===== src/rtl/shpost_pkg.sv =====
package shpost_pkg;
  typedef enum logic [1:0] {
    SZ_BYTE = 2'd0,
    SZ_HALF = 2'd1,
    SZ_WORD = 2'd2,
    SZ_DBL  = 2'd3
  } ld_size_e;

  typedef enum logic [1:0] {
    ST_IDLE = 2'd0,
    ST_REQ  = 2'd1,
    ST_WAIT = 2'd2
  } ld_state_e;

  localparam int unsigned NUM_SIZES = 4;
endpackage


===== src/rtl/shpost_addr_gen.sv =====
module shpost_addr_gen #(
  parameter int unsigned XLEN = 64,
  parameter int unsigned SH_W = 3
) (
  input  logic [XLEN-1:0] base,
  input  logic [SH_W-1:0] sh,
  output logic [XLEN-1:0] addr
);
  localparam int unsigned AMT_W = SH_W + 1;

  logic [AMT_W-1:0] amount;

  always_comb begin
    amount = {1'b0, sh} + AMT_W'(1);
    addr   = base << amount;
  end
endmodule


===== src/rtl/shpost_legal_chk.sv =====
module shpost_legal_chk #(
  parameter int unsigned IDX_W = 5
) (
  input  logic [IDX_W-1:0] base_idx,
  input  logic [IDX_W-1:0] dest_idx,
  input  logic [1:0]       size,
  input  logic             sgn,
  output logic             bad_form
);
  import shpost_pkg::*;

  logic base_zero;
  logic overlap;
  logic no_signed_byte;

  always_comb begin
    base_zero      = (base_idx == '0);
    overlap        = (base_idx == dest_idx);
    no_signed_byte = sgn && (size == SZ_BYTE);
    bad_form       = base_zero || overlap || no_signed_byte;
  end
endmodule


===== src/rtl/shpost_extend.sv =====
module shpost_extend #(
  parameter int unsigned XLEN = 64
) (
  input  logic [1:0]      size,
  input  logic            sgn,
  input  logic [XLEN-1:0] raw,
  output logic [XLEN-1:0] result
);
  import shpost_pkg::*;

  logic [XLEN-1:0] lane [NUM_SIZES];

  for (genvar k = 0; k < NUM_SIZES; k++) begin : g_lane
    localparam int unsigned W = 8 << k;
    if (W >= XLEN) begin : g_full
      assign lane[k] = raw;
    end else begin : g_part
      logic fill;
      assign fill    = sgn & raw[W-1];
      assign lane[k] = {{(XLEN-W){fill}}, raw[W-1:0]};
    end
  end

  assign result = lane[size];
endmodule


===== src/rtl/shpost_load_unit.sv =====
module shpost_load_unit #(
  parameter int unsigned XLEN  = 64,
  parameter int unsigned IDX_W = 5,
  parameter int unsigned SH_W  = 3
) (
  input  logic             clk,
  input  logic             rst,
  input  logic             op_valid,
  output logic             op_ready,
  input  logic [1:0]       op_size,
  input  logic             op_signed,
  input  logic [XLEN-1:0]  ra_val,
  input  logic [XLEN-1:0]  rb_val,
  input  logic [IDX_W-1:0] ra_idx,
  input  logic [IDX_W-1:0] rt_idx,
  input  logic [SH_W-1:0]  sh,
  output logic             mem_req_valid,
  input  logic             mem_req_ready,
  output logic [XLEN-1:0]  mem_req_addr,
  output logic [1:0]       mem_req_size,
  input  logic             mem_rsp_valid,
  input  logic [XLEN-1:0]  mem_rsp_data,
  output logic             rt_we,
  output logic [IDX_W-1:0] rt_widx,
  output logic [XLEN-1:0]  rt_wdata,
  output logic             ra_we,
  output logic [IDX_W-1:0] ra_widx,
  output logic [XLEN-1:0]  ra_wdata,
  output logic             invalid
);
  import shpost_pkg::*;

  ld_state_e        state_q;
  logic [XLEN-1:0]  ea_q;
  logic [XLEN-1:0]  sum_q;
  logic [1:0]       size_q;
  logic             signed_q;
  logic [IDX_W-1:0] ra_idx_q;
  logic [IDX_W-1:0] rt_idx_q;
  logic             invalid_q;
  logic             rt_we_q;
  logic             ra_we_q;
  logic [XLEN-1:0]  rt_data_q;
  logic [XLEN-1:0]  ra_data_q;

  logic [XLEN-1:0]  ea_next;
  logic [XLEN-1:0]  ext_data;
  logic             bad_form;
  logic             accept;

  shpost_addr_gen #(.XLEN(XLEN), .SH_W(SH_W)) u_addr (
    .base (ra_val),
    .sh   (sh),
    .addr (ea_next)
  );

  shpost_legal_chk #(.IDX_W(IDX_W)) u_legal (
    .base_idx (ra_idx),
    .dest_idx (rt_idx),
    .size     (op_size),
    .sgn      (op_signed),
    .bad_form (bad_form)
  );

  shpost_extend #(.XLEN(XLEN)) u_ext (
    .size   (size_q),
    .sgn    (signed_q),
    .raw    (mem_rsp_data),
    .result (ext_data)
  );

  assign accept = op_valid && (state_q == ST_IDLE);

  always_ff @(posedge clk) begin
    if (rst) begin
      state_q   <= ST_IDLE;
      ea_q      <= '0;
      sum_q     <= '0;
      size_q    <= '0;
      signed_q  <= 1'b0;
      ra_idx_q  <= '0;
      rt_idx_q  <= '0;
      invalid_q <= 1'b0;
      rt_we_q   <= 1'b0;
      ra_we_q   <= 1'b0;
      rt_data_q <= '0;
      ra_data_q <= '0;
    end else begin
      invalid_q <= 1'b0;
      rt_we_q   <= 1'b0;
      ra_we_q   <= 1'b0;
      unique case (state_q)
        ST_IDLE: begin
          if (accept) begin
            ea_q     <= ea_next;
            sum_q    <= ra_val + rb_val;
            size_q   <= op_size;
            signed_q <= op_signed;
            ra_idx_q <= ra_idx;
            rt_idx_q <= rt_idx;
            if (bad_form) begin
              invalid_q <= 1'b1;
            end else begin
              state_q <= ST_REQ;
            end
          end
        end
        ST_REQ: begin
          if (mem_req_ready) begin
            state_q <= ST_WAIT;
          end
        end
        ST_WAIT: begin
          if (mem_rsp_valid) begin
            rt_we_q   <= 1'b1;
            ra_we_q   <= 1'b1;
            rt_data_q <= ext_data;
            ra_data_q <= sum_q;
            state_q   <= ST_IDLE;
          end
        end
        default: state_q <= ST_IDLE;
      endcase
    end
  end

  assign op_ready      = (state_q == ST_IDLE);
  assign mem_req_valid = (state_q == ST_REQ);
  assign mem_req_addr  = ea_q;
  assign mem_req_size  = size_q;
  assign rt_we         = rt_we_q;
  assign rt_widx       = rt_idx_q;
  assign rt_wdata      = rt_data_q;
  assign ra_we         = ra_we_q;
  assign ra_widx       = ra_idx_q;
  assign ra_wdata      = ra_data_q;
  assign invalid       = invalid_q;
endmodule


===== config.mk =====
export PLATFORM = sky130hd
export DESIGN_NAME = shpost_load_unit
export DESIGN_NICKNAME = d
export VERILOG_FILES = /design/src/rtl/shpost_pkg.sv /design/src/rtl/shpost_addr_gen.sv /design/src/rtl/shpost_legal_chk.sv /design/src/rtl/shpost_extend.sv /design/src/rtl/shpost_load_unit.sv
export SDC_FILE = /design/constraint.sdc
export NUM_CORES = 1
export LEC_CHECK = 0
export BUFFER_PORTS_ARGS = -buffer_cell sky130_fd_sc_hd__buf_4
export CAP_MARGIN = 5
export CORE_ASPECT_RATIO = 0.9
export CORE_MARGIN = 4
export CORE_UTILIZATION = 40
export CTS_CLUSTER_DIAMETER = 50
export DETAILED_ROUTE_END_ITERATION = 8
export GPL_ROUTABILITY_DRIVEN = 1
export GPL_TIMING_DRIVEN = 1
export SYNTH_ARGS = -nofsm -noshare
export SYNTH_HDL_FRONTEND = slang
export SYNTH_HIERARCHICAL = 1
export SYNTH_SLANG_ARGS = --single-unit
export TNS_END_PERCENT = 10

===== constraint.sdc =====
create_clock -name clk -period 4.2 [get_ports clk]
set_input_delay 0.21 -clock clk [delete_from_list [all_inputs] [get_ports clk]]
set_output_delay 0.21 -clock clk [all_outputs]
set_load 0.02 [all_outputs]

Word-level counts from Yosys, hierarchy flattened
Index checks and enable logic that the tools add are counted.
{ "word_totals": {"ff_bits": 273, "latch_bits": 0, "ram_bits": 0, "romBits": 0, "in_bits": 213, "out_inout_bits": 209, "word_cells": 51, "n_memories": 0} }
{ "op_classes": {"n_addsub": 2, "mul": 0, "n_div": 0, "order_cmp": 1, "eq_ne": 7, "shift": 1, "n_mux": 10, "n_bitwise": 7, "reduce_logical": 12} }
{ "ops": {"columns": ["op", "n"], "rows": [
  ["$bmux W64 S2", 1],
  ["$mux W64", 2],
  ["$add A64 B64 Y64", 1],
  ["$shl A64 B4 Y64", 1],
  ["$mux W2", 4],
  ["$pmux W2 S3", 1],
  ["$eq A5 B5 Y1", 1],
  ["$logic_not A5 Y1", 1],
  ["$add A3 B1 Y4 const B", 1],
  ["$logic_not A2 Y1", 2],
  ["$ne A2 B1 Y1 const B", 2],
  ["$ne A2 B2 Y1 const B", 2],
  ["$reduce_and A2 Y1", 2],
  ["$reduce_and A4 Y1", 1],
  ["$and A1 B1 Y1", 3],
  ["$ge A3 B3 Y1 const B", 1],
  ["$not A1 Y1", 3],
  ["$not A2 Y3", 1],
  ["$reduce_or A3 Y1", 1],
  ["$eq A2 B1 Y1 const B", 1],
  ["$eq A2 B2 Y1 const B", 1],
  ["$logic_and A1 B1 Y1", 2],
  ["$logic_or A1 B1 Y1", 2],
  ["$mux W1", 2],
  ["$reduce_or A2 Y1", 1]
]} }

Logic depth before layout (Yosys ltp)
Gate-level depths: netlist (run 1).
{ "logic_depth": {"ltp_word": 6, "mapped_depth": 12, "depth_no_buf": 12} }

Cells and area by module
Netlist (run 1), hierarchy kept.
{ "modules_own_cells": {"columns": ["module", "n_inst", "cells_each", "area_per_inst_um2", "seq_area_each_um2"], "rows": [
  ["shpost_load_unit", 1, 1737, 13190.2, 5465.2],
  ["shpost_addr_gen", 1, 455, 2824.0, 0.0],
  ["shpost_extend", 1, 149, 920.9, 0.0],
  ["shpost_legal_chk", 1, 11, 76.3, 0.0]
]} }

Worst setup path before layout (run 1)
No wires, ideal clock.
{ "synth_timing": {"kind": "input to register", "start": "in ra_val[0]", "end": "reg sum_q[46]", "setup_ps": 117, "arrival_time_ps": 2568, "t_required_ps": 4083, "path_slack_ps": 1515, "stages": 12, "n_path_buf": 0, "cell_sequence": "ha_1 fa_1 a21oi_2 o21ai_2 o2111ai_2 o21ba_1 o21a_4 nor4_4 o21ai_2 a21oi_1 or3_1 a32o_1"} }
{ "synth_via": {"elab_chain_len": 1} }
{ "synth_rtl": {"columns": ["element", "line_no", "source"], "rows": [
  ["from (decl)", "shpost_load_unit.sv:12", "input logic [XLEN-1:0] ra_val,"],
  ["$add A64 B64 Y64", "shpost_load_unit.sv:96", "sum_q <= ra_val + rb_val;"],
  ["to (signal assigned)", "shpost_load_unit.sv:96", null],
  ["to (decl)", "shpost_load_unit.sv:35", "logic [XLEN-1:0] sum_q;"]
]} }
Every way passes these cells.
A chain may end at the register's enable or synchronous reset.

Worst setup path after layout (run 1)
Same ends and word-level chain as after synthesis.

==> results of run 1 <==
power by group through the flow:
stage | combinational, uW | sequential (uW) | clock, uW
2_1_floorplan | 1280 | 2940 | 0
3_3_place_gp | 2100 | 2880 | 0
3_5_place_dp | 2100 | 2880 | 0
4_1_cts | 2130 | 2830 | 3450
5_1_grt | 2330 | 2840 | 3560
6_report | 2150 | 2830 | 3380
critical path: stages:
cell and delay [ns]:
buf_4 0.12, ha_1 0.23, fa_1 0.43, a21oi_2 0.24
o21ai_2 0.12, o2111ai_2 0.35, o21ba_1 0.28, o21a_4 0.20
nor4_4 0.06, o21ai_2 0.23, a21oi_1 0.13, or3_1 0.32
a32o_1 0.24
layout by cell type (no fill, tap or decap), types with 7 or more instances in the layout:
cell	instances
xnor2_1	40
ha_1	63
o21ai_0	113
o22a_1	7
nor3_1	16
a21oi_1	327
buf_4	436
nand3b_1	9
mux2i_1	61
and3_1	57
a21o_1	45
nand2_1	663
nand3_1	55
o21ai_1	14
o21bai_1	14
nand4_1	20
o211ai_1	26
dlygate4sd3_1	31
nor2_1	93
dfxtp_1	273
o32a_1	43
xor2_1	14
a31oi_1	10
o21a_1	9
inv_1	24
a211oi_1	15
o211ai_2	14
a21boi_0	7
clkbuf_16	41
metal layers:
layer	share of wire, %	wire (um)	track usage (%)	vias up
li1	-	-	-	8866
met2	45	30790	43.34	625
met5	0.032	22	0	-
met1	45	30310	38.91	8626
met4	3.5	2368	9.646	4
met3	6.5	4387	5.340	139
flip-flops by register name (all words and copies together) (netlist names), 2 cells and up:
| signal | flops |
|---|---|
| mem_req_addr | 64 |
| ra_wdata | 64 |
| state_q | 2 |
| rt_wdata | 64 |
| sum_q | 64 |
| ra_widx | 5 |
| mem_req_size | 2 |
| rt_widx | 5 |
metrics by stage:
| step | setup WS, ns | std cells |
|---|---|---|
| after detailed placement | 0.9866 | 3139 |
| after global placement | 1.031 | 3139 |
| after floorplan | 1.515 | 2352 |
| after CTS | 1.565 | 3241 |
| final | 1.489 | 3243 |
| after global routing | 1.347 | 3243 |
worst min-delay path by stage:
| stage | endpoint | slack (ns) | cells past startpoint |
|---|---|---|---|
| after floorplan | signed_q | 0.35 | 2 |
| after global placement | ra_wdata[14] | 0.44 | 2 |
| after global routing | rt_wdata[16] | 0.04 | 5 |
| final | rt_wdata[12] | 0.02 | 5 |
| after detailed placement | ra_wdata[9] | 0.45 | 2 |
| after CTS | rt_wdata[24] | 0.0007 | 5 |
final cells by class:
type	count	area, um2	area share (%)
Timing Repair Buffer	472	3677	16.81
Sequential cell	273	5465	24.99
Clock inverter	21	247.7	1.133
Tap cell	547	684.4	3.129
Inverter	24	90.09	0.4119
Clock buffer	50	1090	4.983
Antenna cell	2	5.005	0.02288
Multi-Input combinational cell	1854	10610	48.52
cells by family after synthesis:
logic type,after synthesis,synth area share (%)
DFF,273,32.13
xor gates and xnor gates,56,2.883
buffers and inverters,225,5.921
adders and majority gates,65,4.825
and+or+nand+nor,957,23.91
AOI/OAI and AO/OA,709,26.27
muxes,67,4.067
==> flow_metrics.py, run 1 <==
metrics = {
    "timing": {
        "rsz0062_at_grt": "false",
        "whs_ns": 0.02388,
        "hold_violations": 0,
        "max_freq_mhz": 368.9,
        "tightest_slew_ns": 1.248,
        "slew_violations": 0,
        "fin_crit_sh_pct": 64.54,
        "min_period_ns": 2.711,
        "setup_tns_ns": 0,
        "finClkSkew_ns": 0.02078,
        "maxSlewHeadroom_pct": 16.53,
        "final-setup-viol-count": 0,
    },
    "final_layout": {
        "drive_gt1_share_pct": 20.82,
        "final_util_pct": 52.16,
        "fin_area_um2": 21870,
        "fin_nets": 2943,
        "area_delta_synth_final_pct": 28.56,
        "fillers": 4233,
    },
    "floorplan": {
        "row_count": 71,
        "initial_core_util_pct": 40.57,
        "dieArea_um2": 45900,
        "fp.dieH_um": 203.6,
        "core-area_um2": 41930,
        "ios": 422,
        "die_w_um": 225.4,
    },
    "synth": {
        "yosysMostFrequentCell": "nand2_1",
        "synthFlopType": "dfxtp_1",
        "synth_commonest_cells": "nand2_1 (665), a21oi_1 (327), dfxtp_1 (273)",
        "syn-instance-count": 2352,
        "synth_edf_count": 0,
        "synth_fp_nets": 2630,
        "yosysTopAreaCell": "dfxtp_1",
        "synth_area_um2": 17010,
        "synth.top_cell.area_share_pct": 32.13,
        "ys_top_cells_by_area": "dfxtp_1 (32%), nand2_1 (15%), a21oi_1 (9.6%), ha_1 (4.7%), mux2i_1 (3.6%)",
        "avgSynthCellArea_um2": 7.233,
        "synth_seq_cells": 273,
        "async_flop_share_pct": 0,
        "ys_seq_area_share_pct": 32.13,
        "yosysWarnings": 6,
        "yosysUniqueCellTypes": 89,
    },
    "clock_network": {
        "ctsHoldBuffers": 31,
        "clock_latency_ns": 0.56,
        "clk_pin_slew_ns": 0.06,
        "cts_resized": 0,
        "cts.sinks": 273,
        "cts-root-buf": "clkbuf_16",
        "tritoncts": "yes",
        "cts_setup_buffers": 0,
        "cts_made_buffers": 40,
        "clockBufferDepth": 3,
        "htree_levels": 2,
    },
    "route": {
        "wl_per_cell_um": 20.93,
        "viasPerCell": 5.631,
        "first_iter_violations": 1639,
        "drc": 0,
        "vias": 18260,
        "ant_nets": 0,
        "detail_route.first_pass.iterations": 6,
        "routed_wl_mm": 67.88,
    },
    "pwr": {
        "p_sw_uw": 2720,
        "power.total_uw": 8362,
        "p_leak_uw": 0.009321,
        "switching_share_pct": 32.53,
        "power.clock.fraction_pct": 40.4,
        "power_density_nw_per_um2": 382.4,
        "internal_power_uw": 5642,
        "power_frac_seq_pct": 33.8,
        "pwr-share-comb_pct": 25.7,
        "ir_worst_vdd_v": 0.0002740,
    },
    "setup_path": {
        "rr_endpoint": "rt_wdata[30]",
        "critPathLaunchType": "primary input",
        "worst-path-max-fanout": 5,
        "cp-end-kind": "flip-flop",
        "criticalPathCategory": "primary input to flip-flop",
        "cp-startpoint": "ra_val[0]",
        "crit_path_end": "sum_q[46]",
        "reg2reg_depth": 4,
        "worstPathRequired_ns": 4.64,
        "r2r_setup_slack_ns": 1.89,
        "critPathArrivalTime_ns": 3.15,
        "r2r_start": "mem_req_size[1]",
    },
    "grt": {
        "grt_start_max_net_pins": 151,
        "grt_antenna_before_repair": 4,
        "first_global_vias": 17210,
        "track_usage_pct": 27.91,
        "grt_pass1_wl_mm": 102.1,
        "gr-total-overflow": 0,
    },
    "hold_path": {
        "min_from": "mem_rsp_data[12]",
        "hold_class": "primary input to flip-flop",
    },
    "flow_run": {
        "max-cap-violations": 0,
    },
    "place": {
        "place_congestion": 0.9465,
        "port_buffers": 421,
        "dp_hpwl_mm": 50.92,
        "placed_cell_area_um2": 20220,
    },
    "run_status": {
        "outcome": "finished clean",
    },
}
No activity file was read; power rests on OpenSTA's default activity.
==> run 2: changes to the inputs <==
ABC_AREA = 1   (was default)
clock period = 2.7 ns   (was 4.2 ns; I/O delays follow)
==> run 2 against run 1 <==
Synthesized cell count grew 46%. Worst setup slack lost 1.1 ns. Sequential share of layout area shrank 3.1 points. Global-route usage grew 0.53 points. Highest routed layer is now met4. Routed wire length grew 14%.
==> flow_metrics.py, run 2 <==
metrics = {
    "synth": {
        "yosysWarnings": 6,
        "ys_seq_area_share_pct": 27.99,
        "yosysUniqueCellTypes": 33,
        "synth_commonest_cells": "nand2_1 (1151), inv_1 (510), nor2_1 (377)",
        "synthFlopType": "dfxtp_1",
        "synth_seq_cells": 273,
        "async_flop_share_pct": 0,
        "ys_top_cells_by_area": "dfxtp_1 (28%), nand2_1 (22%), inv_1 (9.8%), nand3_1 (8.1%), nor2_1 (7.2%)",
        "avgSynthCellArea_um2": 5.684,
        "syn-instance-count": 3435,
        "yosysMostFrequentCell": "nand2_1",
        "synth_area_um2": 19520,
        "yosysTopAreaCell": "dfxtp_1",
        "synth.top_cell.area_share_pct": 27.99,
        "synth_edf_count": 0,
        "synth_fp_nets": 3713,
    },
    "run_status": {
        "outcome": "finished clean",
    },
    "floorplan": {
        "fp.dieH_um": 217.6,
        "ios": 422,
        "die_w_um": 240.9,
        "row_count": 76,
        "initial_core_util_pct": 40.66,
        "dieArea_um2": 52420,
        "core-area_um2": 48020,
    },
    "setup_path": {
        "worst-path-max-fanout": 4,
        "cp-startpoint": "rb_val[0]",
        "r2r_start": "state_q[1]",
        "worstPathRequired_ns": 3.15,
        "rr_endpoint": "sum_q[39]",
        "criticalPathCategory": "primary input to flip-flop",
        "critPathArrivalTime_ns": 2.71,
        "reg2reg_depth": 7,
        "cp-end-kind": "flip-flop",
        "crit_path_end": "sum_q[44]",
        "critPathLaunchType": "primary input",
        "r2r_setup_slack_ns": 0.94,
    },
    "place": {
        "dp_hpwl_mm": 60.67,
        "port_buffers": 421,
        "pre_cts_slack_ns": 0.3861,
        "place_congestion": 1.002,
    },
    "final_layout": {
        "drive_gt1_share_pct": 15.62,
        "final_common_cell": "nand2_1",
        "area_delta_synth_final_pct": 27.61,
        "fillers": 5189,
        "fin_nets": 4085,
        "final_cell_mix": "nand2_1 (1151), inv_1 (510), buf_4 (439)",
    },
    "route": {
        "ant_nets": 0,
        "detail_route.first_pass.iterations": 5,
        "viasPerCell": 4.957,
        "first_iter_violations": 2081,
        "routed_wl_mm": 77.52,
        "wl_per_cell_um": 17.36,
        "vias": 22130,
        "drc": 0,
    },
    "timing": {
        "rsz0062_at_grt": "false",
        "hold_violations": 0,
        "slew_violations": 0,
        "finClkSkew_ns": 0.01450,
        "maxSlewHeadroom_pct": 27.16,
        "final-setup-viol-count": 0,
        "layout_setup_ws_ns": 0.4378,
        "min_period_ns": 2.262,
        "max_freq_mhz": 442.0,
        "whs_ns": 0.02526,
        "fin_crit_sh_pct": 83.79,
        "tightest_slew_ns": 1.093,
        "setup_tns_ns": 0,
    },
    "clock_network": {
        "tritoncts": "yes",
        "cts-root-buf": "clkbuf_16",
        "cts_resized": 0,
        "clk_pin_slew_ns": 0.06,
        "htree_levels": 2,
        "clock_latency_ns": 0.55,
        "clockBufferDepth": 3,
        "cts.sinks": 273,
        "cts_made_buffers": 39,
    },
    "pwr": {
        "p_leak_uw": 0.01361,
        "power_density_nw_per_um2": 559.8,
        "ir_worst_vdd_v": 0.0004374,
    },
    "grt": {
        "grt_pass1_wl_mm": 116.5,
        "grt_start_max_net_pins": 131,
        "grt_antenna_before_repair": 3,
        "first_global_vias": 20150,
        "track_usage_pct": 28.44,
        "gr-total-overflow": 0,
    },
    "flow_run": {
        "max-cap-violations": 0,
    },
    "hold_path": {
        "hold_class": "primary input to flip-flop",
    },
}
run 2: changes by cell type after synthesis, moves of 61 or more:
cell and change:
inv_1 +486, nand2_1 +486, nor2_1 +284, nand3_1 +261, a21oi_1 -150, o21ai_0 +136
clkbuf_1 -61, mux2i_1 -61
run 2: layout make-up:
cell class / instances / area (um2) / share of cell area (%)
repair buffers: 497 / 3996 / 16.04
multi-input cells: 2473 / 11310 / 45.38
inverters: 523 / 1971 / 7.909
well taps: 624 / 780.7 / 3.133
clock inverters: 19 / 261.5 / 1.050
flip-flops and latches: 273 / 5466 / 21.94
clock buffers: 51 / 1124 / 4.509
diodes: 4 / 10.01 / 0.04017
run 2: layer usage:
metal	part of all wire, %	up-vias	global-route usage [%]
met5	0	-	0
met4	3.2	0	8.854
met3	7.7	113	5.046
met2	43	738	43.64
met1	46	9908	40.65
li1	-	11370	-
run 2: per-stage QoR:
step | total power [uW] | cell area [um2] | utilization (%) | cells
3_5_place_dp | 8452 | 23060 | 48.02 | 4344
2_1_floorplan | 7011 | 19530 | - | 3435
4_1_cts | 14030 | 24910 | 51.87 | 4460
6_report | 13950 | 24920 | 51.89 | 4464
3_3_place_gp | 8456 | 23060 | 48.02 | 4344
5_1_grt | 14720 | 24910 | 51.88 | 4463
run 2: worst min path at each step:
stage,from,endpoint,cells after the start
2_1_floorplan,mem_req_ready,state_q[1],2
3_3_place_gp,rt_idx[3],rt_widx[3],3
3_5_place_dp,mem_req_ready,state_q[0],4
4_1_cts,mem_rsp_data[19],rt_wdata[19],5
5_1_grt,mem_rsp_data[9],rt_wdata[9],5
6_report,mem_rsp_data[14],rt_wdata[14],5
run 2: logic make-up after synthesis:
family / count (synthesis) / synth area share (%)
and+or+nand+nor: 1939 / 40.87
xor gates and xnor gates: 32 / 1.435
buffers and inverters: 689 / 14.20
DFF: 273 / 27.99
adders and majority gates: 65 / 4.204
AOI/OAI and AO/OA: 437 / 11.30
run 2: what timing repair did:
| item | 4_1_cts | 5_1_grt |
|---|---|---|
| hold endpoints to repair | 53 | 0 |
| buffers inserted | 0 | 0 |
| hold buffers | 46 | 0 |
run 2: worst max-delay path, stage by stage:
cell and delay [ns]:
dlygate4sd3_1 0.55, buf_4 0.14, ha_1 0.27, fa_1 0.46, nand3_1 0.12, nand3_2 0.12
nand2_1 0.10, nand2_2 0.10, nand2_1 0.08, nand2_1 0.08, nand2_1 0.08, nand2_2 0.09
nand2_1 0.11, nand2_1 0.06, nand2_1 0.05, nand3_1 0.07, nand2_1 0.07, inv_1 0.03
run 2: power breakdown:
part,switching (uW),internal (uW)
Sequential,183,4320
Combinational,2560,1400
Clock,2040,3440
==> run 3: changes to the inputs <==
ABC_AREA = 0   (was 1)
PLACE_DENSITY = 0.65   (was default)
clock period = 2 ns   (was 2.7 ns; I/O delays follow)
==> run 3 against run 2 <==
The run now ends with setup timing left. Worst hold slack got worse by 0.0025 ns. Clock skew is 0.00092 ns higher. Utilization up 9.8 points. Clock power rose by 16%. Critical path type unchanged. Via count decreased by 9.0%. Count of clock-buffer cells in the layout is 9 lower. Non-clock buffer count up 420. Register-to-register slack worse by 0.73 ns. Critical path depth decreased by 5. Cell count shrank 18%. Sequential power increased by 32%. Sequential share of layout area fell by 0.82 points.
==> flow_metrics.py, run 3 (synthesized netlist as in run 1, its figures left out) <==
metrics = {
    "run_status": {
        "outcome": "complete, but fails checks",
        "violations": "setup timing",
    },
    "clock_network": {
        "tritoncts": "yes",
        "clockBufferDepth": 3,
        "cts-root-buf": "clkbuf_16",
        "clk_pin_slew_ns": 0.05,
        "clock_latency_ns": 0.55,
        "cts_made_buffers": 35,
        "htree_levels": 2,
        "cts.sinks": 273,
    },
    "floorplan": {
        "ios": 422,
        "die_w_um": 225.4,
        "initial_core_util_pct": 40.57,
        "dieArea_um2": 45900,
        "core-area_um2": 41930,
        "row_count": 71,
        "fp.dieH_um": 203.6,
    },
    "setup_path": {
        "cp-end-kind": "flip-flop",
        "cp_slowest_cell": "fa_2",
        "critPathArrivalTime_ns": 2.62,
        "criticalPathCategory": "primary input to flip-flop",
        "r2r_start": "state_q[1]",
        "max_stage_delay_ns": 0.36,
        "worst-path-max-fanout": 4,
        "worstPathRequired_ns": 2.44,
        "path_buf_inv": 1,
        "cp-startpoint": "ra_val[0]",
        "critPathLaunchType": "primary input",
        "path_cells": "buf_8 > ha_4 > fa_2 > a21oi_4 > o21ai_4 > o2111ai_4 > o21ba_4 > o21a_4 > nor4_4 > o21ai_2 > a21oi_1 > or3_1 > a32o_1",
        "path_delay_family": "compound AO/OA/AOI/OAI gates",
    },
    "final_layout": {
        "fin_area_um2": 25880,
        "drive_gt1_share_pct": 32.31,
        "fillers": 3809,
        "final_common_cell": "buf_4",
        "area_delta_synth_final_pct": 52.16,
        "finalNonFillerCells": 3677,
        "fin_nets": 3383,
        "final_cell_mix": "buf_4 (812), nand2_1 (663), a21oi_1 (316)",
        "seq_area_um2": 5466,
        "final_util_pct": 61.73,
        "multiInputGateArea_um2": 11110,
    },
    "timing": {
        "min_period_ns": 2.183,
        "fin_crit_sh_pct": 109.1,
        "slew_violations": 0,
        "final-setup-viol-count": 16,
        "layout_setup_ws_ns": -0.1829,
        "maxSlewHeadroom_pct": 61.88,
        "tightest_slew_ns": 0.5697,
        "max_freq_mhz": 458.1,
        "hold_violations": 0,
        "finClkSkew_ns": 0.01542,
        "whs_ns": 0.02272,
        "rsz0062_at_grt": "true",
    },
    "pwr": {
        "power.total_uw": 18100,
        "p_leak_uw": 0.01150,
        "power_density_nw_per_um2": 699.3,
        "ir_worst_vdd_v": 0.0005082,
    },
    "grt": {
        "track_usage_pct": 29.63,
        "grt_start_max_net_pins": 112,
        "grt_pass1_wl_mm": 109.5,
        "first_global_vias": 19540,
        "gr-total-overflow": 0,
        "grt_antenna_before_repair": 3,
    },
    "route": {
        "detail_route.first_pass.iterations": 7,
        "drc": 0,
        "ant_nets": 0,
        "vias": 20140,
        "routed_wl_mm": 71.73,
        "wl_per_cell_um": 19.51,
        "viasPerCell": 5.477,
        "first_iter_violations": 1552,
    },
    "hold_path": {
        "min_from": "mem_rsp_data[55]",
        "hold_class": "primary input to flip-flop",
    },
    "place": {
        "dp_hpwl_mm": 54.75,
        "place_congestion": 0.9848,
        "port_buffers": 421,
        "placed_cell_area_um2": 23400,
        "dp.cells": 3525,
    },
    "flow_run": {
        "max-cap-violations": 0,
    },
}
run 3: cell types whose count changed in the layout (fill, tap and decap cells not counted), sizes merged, moves of 118 or more:
cell | previous run | this run
nand2 | 1177 | 666
inv | 527 | 30
buf | 451 | 839
nor2 | 402 | 93
nand3 | 324 | 56
a21oi | 177 | 331
o21ai | 251 | 133
run 3: worst paths after layout:
kind                           end  slack (ns)  cells past startpoint
setup / recovery         sum_q[46]       -0.18                     13
hold / removal        rt_wdata[55]        0.02                      5
setup reg to reg  mem_req_addr[30]        0.21                      6
hold reg to reg       ra_wdata[61]        0.45                      2
run 3: final cells by class:
type	count	share of cell area, %
inverter	24	0.3480
clock inverter	19	0.8701
multi-input combinational	1854	42.92
sequential	273	21.12
tap	547	2.644
clock buffer	42	3.640
antenna	1	0.009667
timing repair buffer	917	28.45
run 3: per-layer routing:
metal / global-route usage (%) / vias up / share of wire [%]
met1: 39.98 / 9501 / 44
met2: 47.30 / 711 / 46
li1: - / 9746 / -
met4: 12.38 / 4 / 4.3
met3: 4.663 / 177 / 6.1
met5: 0 / - / 0.021
run 3: where the power goes:
| part | switching, uW | total, uW | internal [uW] |
|---|---|---|---|
| registers | 194 | 5940 | 5750 |
| clock network | 2640 | 6350 | 3710 |
| logic | 3060 | 5810 | 2750 |
run 3: what timing repair did:
action,in CTS,in global routing
hold buffers,77,0
pin swaps,36,18
gates resized for setup,42,38
endpoints found under the hold margin,77,0
buffers inserted,7,6
endpoints found under the setup margin,41,41
run 3: per-stage QoR:
| step | setup slack (ns) | setup TNS, ns |
|---|---|---|
| finish | -0.1829 | -1.604 |
| CTS | -0.1991 | -1.291 |
| global placement | -0.8123 | -32.86 |
| global route | -0.2568 | -3.827 |
| floorplan | -0.4218 | -7.946 |
| detailed placement | -0.8925 | -37.92 |
run 3: tightest hold or removal path, delay by kind of cell:
family / cells / cell delay [ns]
AOI/OAI and AO/OA: 2 / 0.14
buffers and inverters: 1 / 0.11
and+or+nand+nor: 2 / 0.15
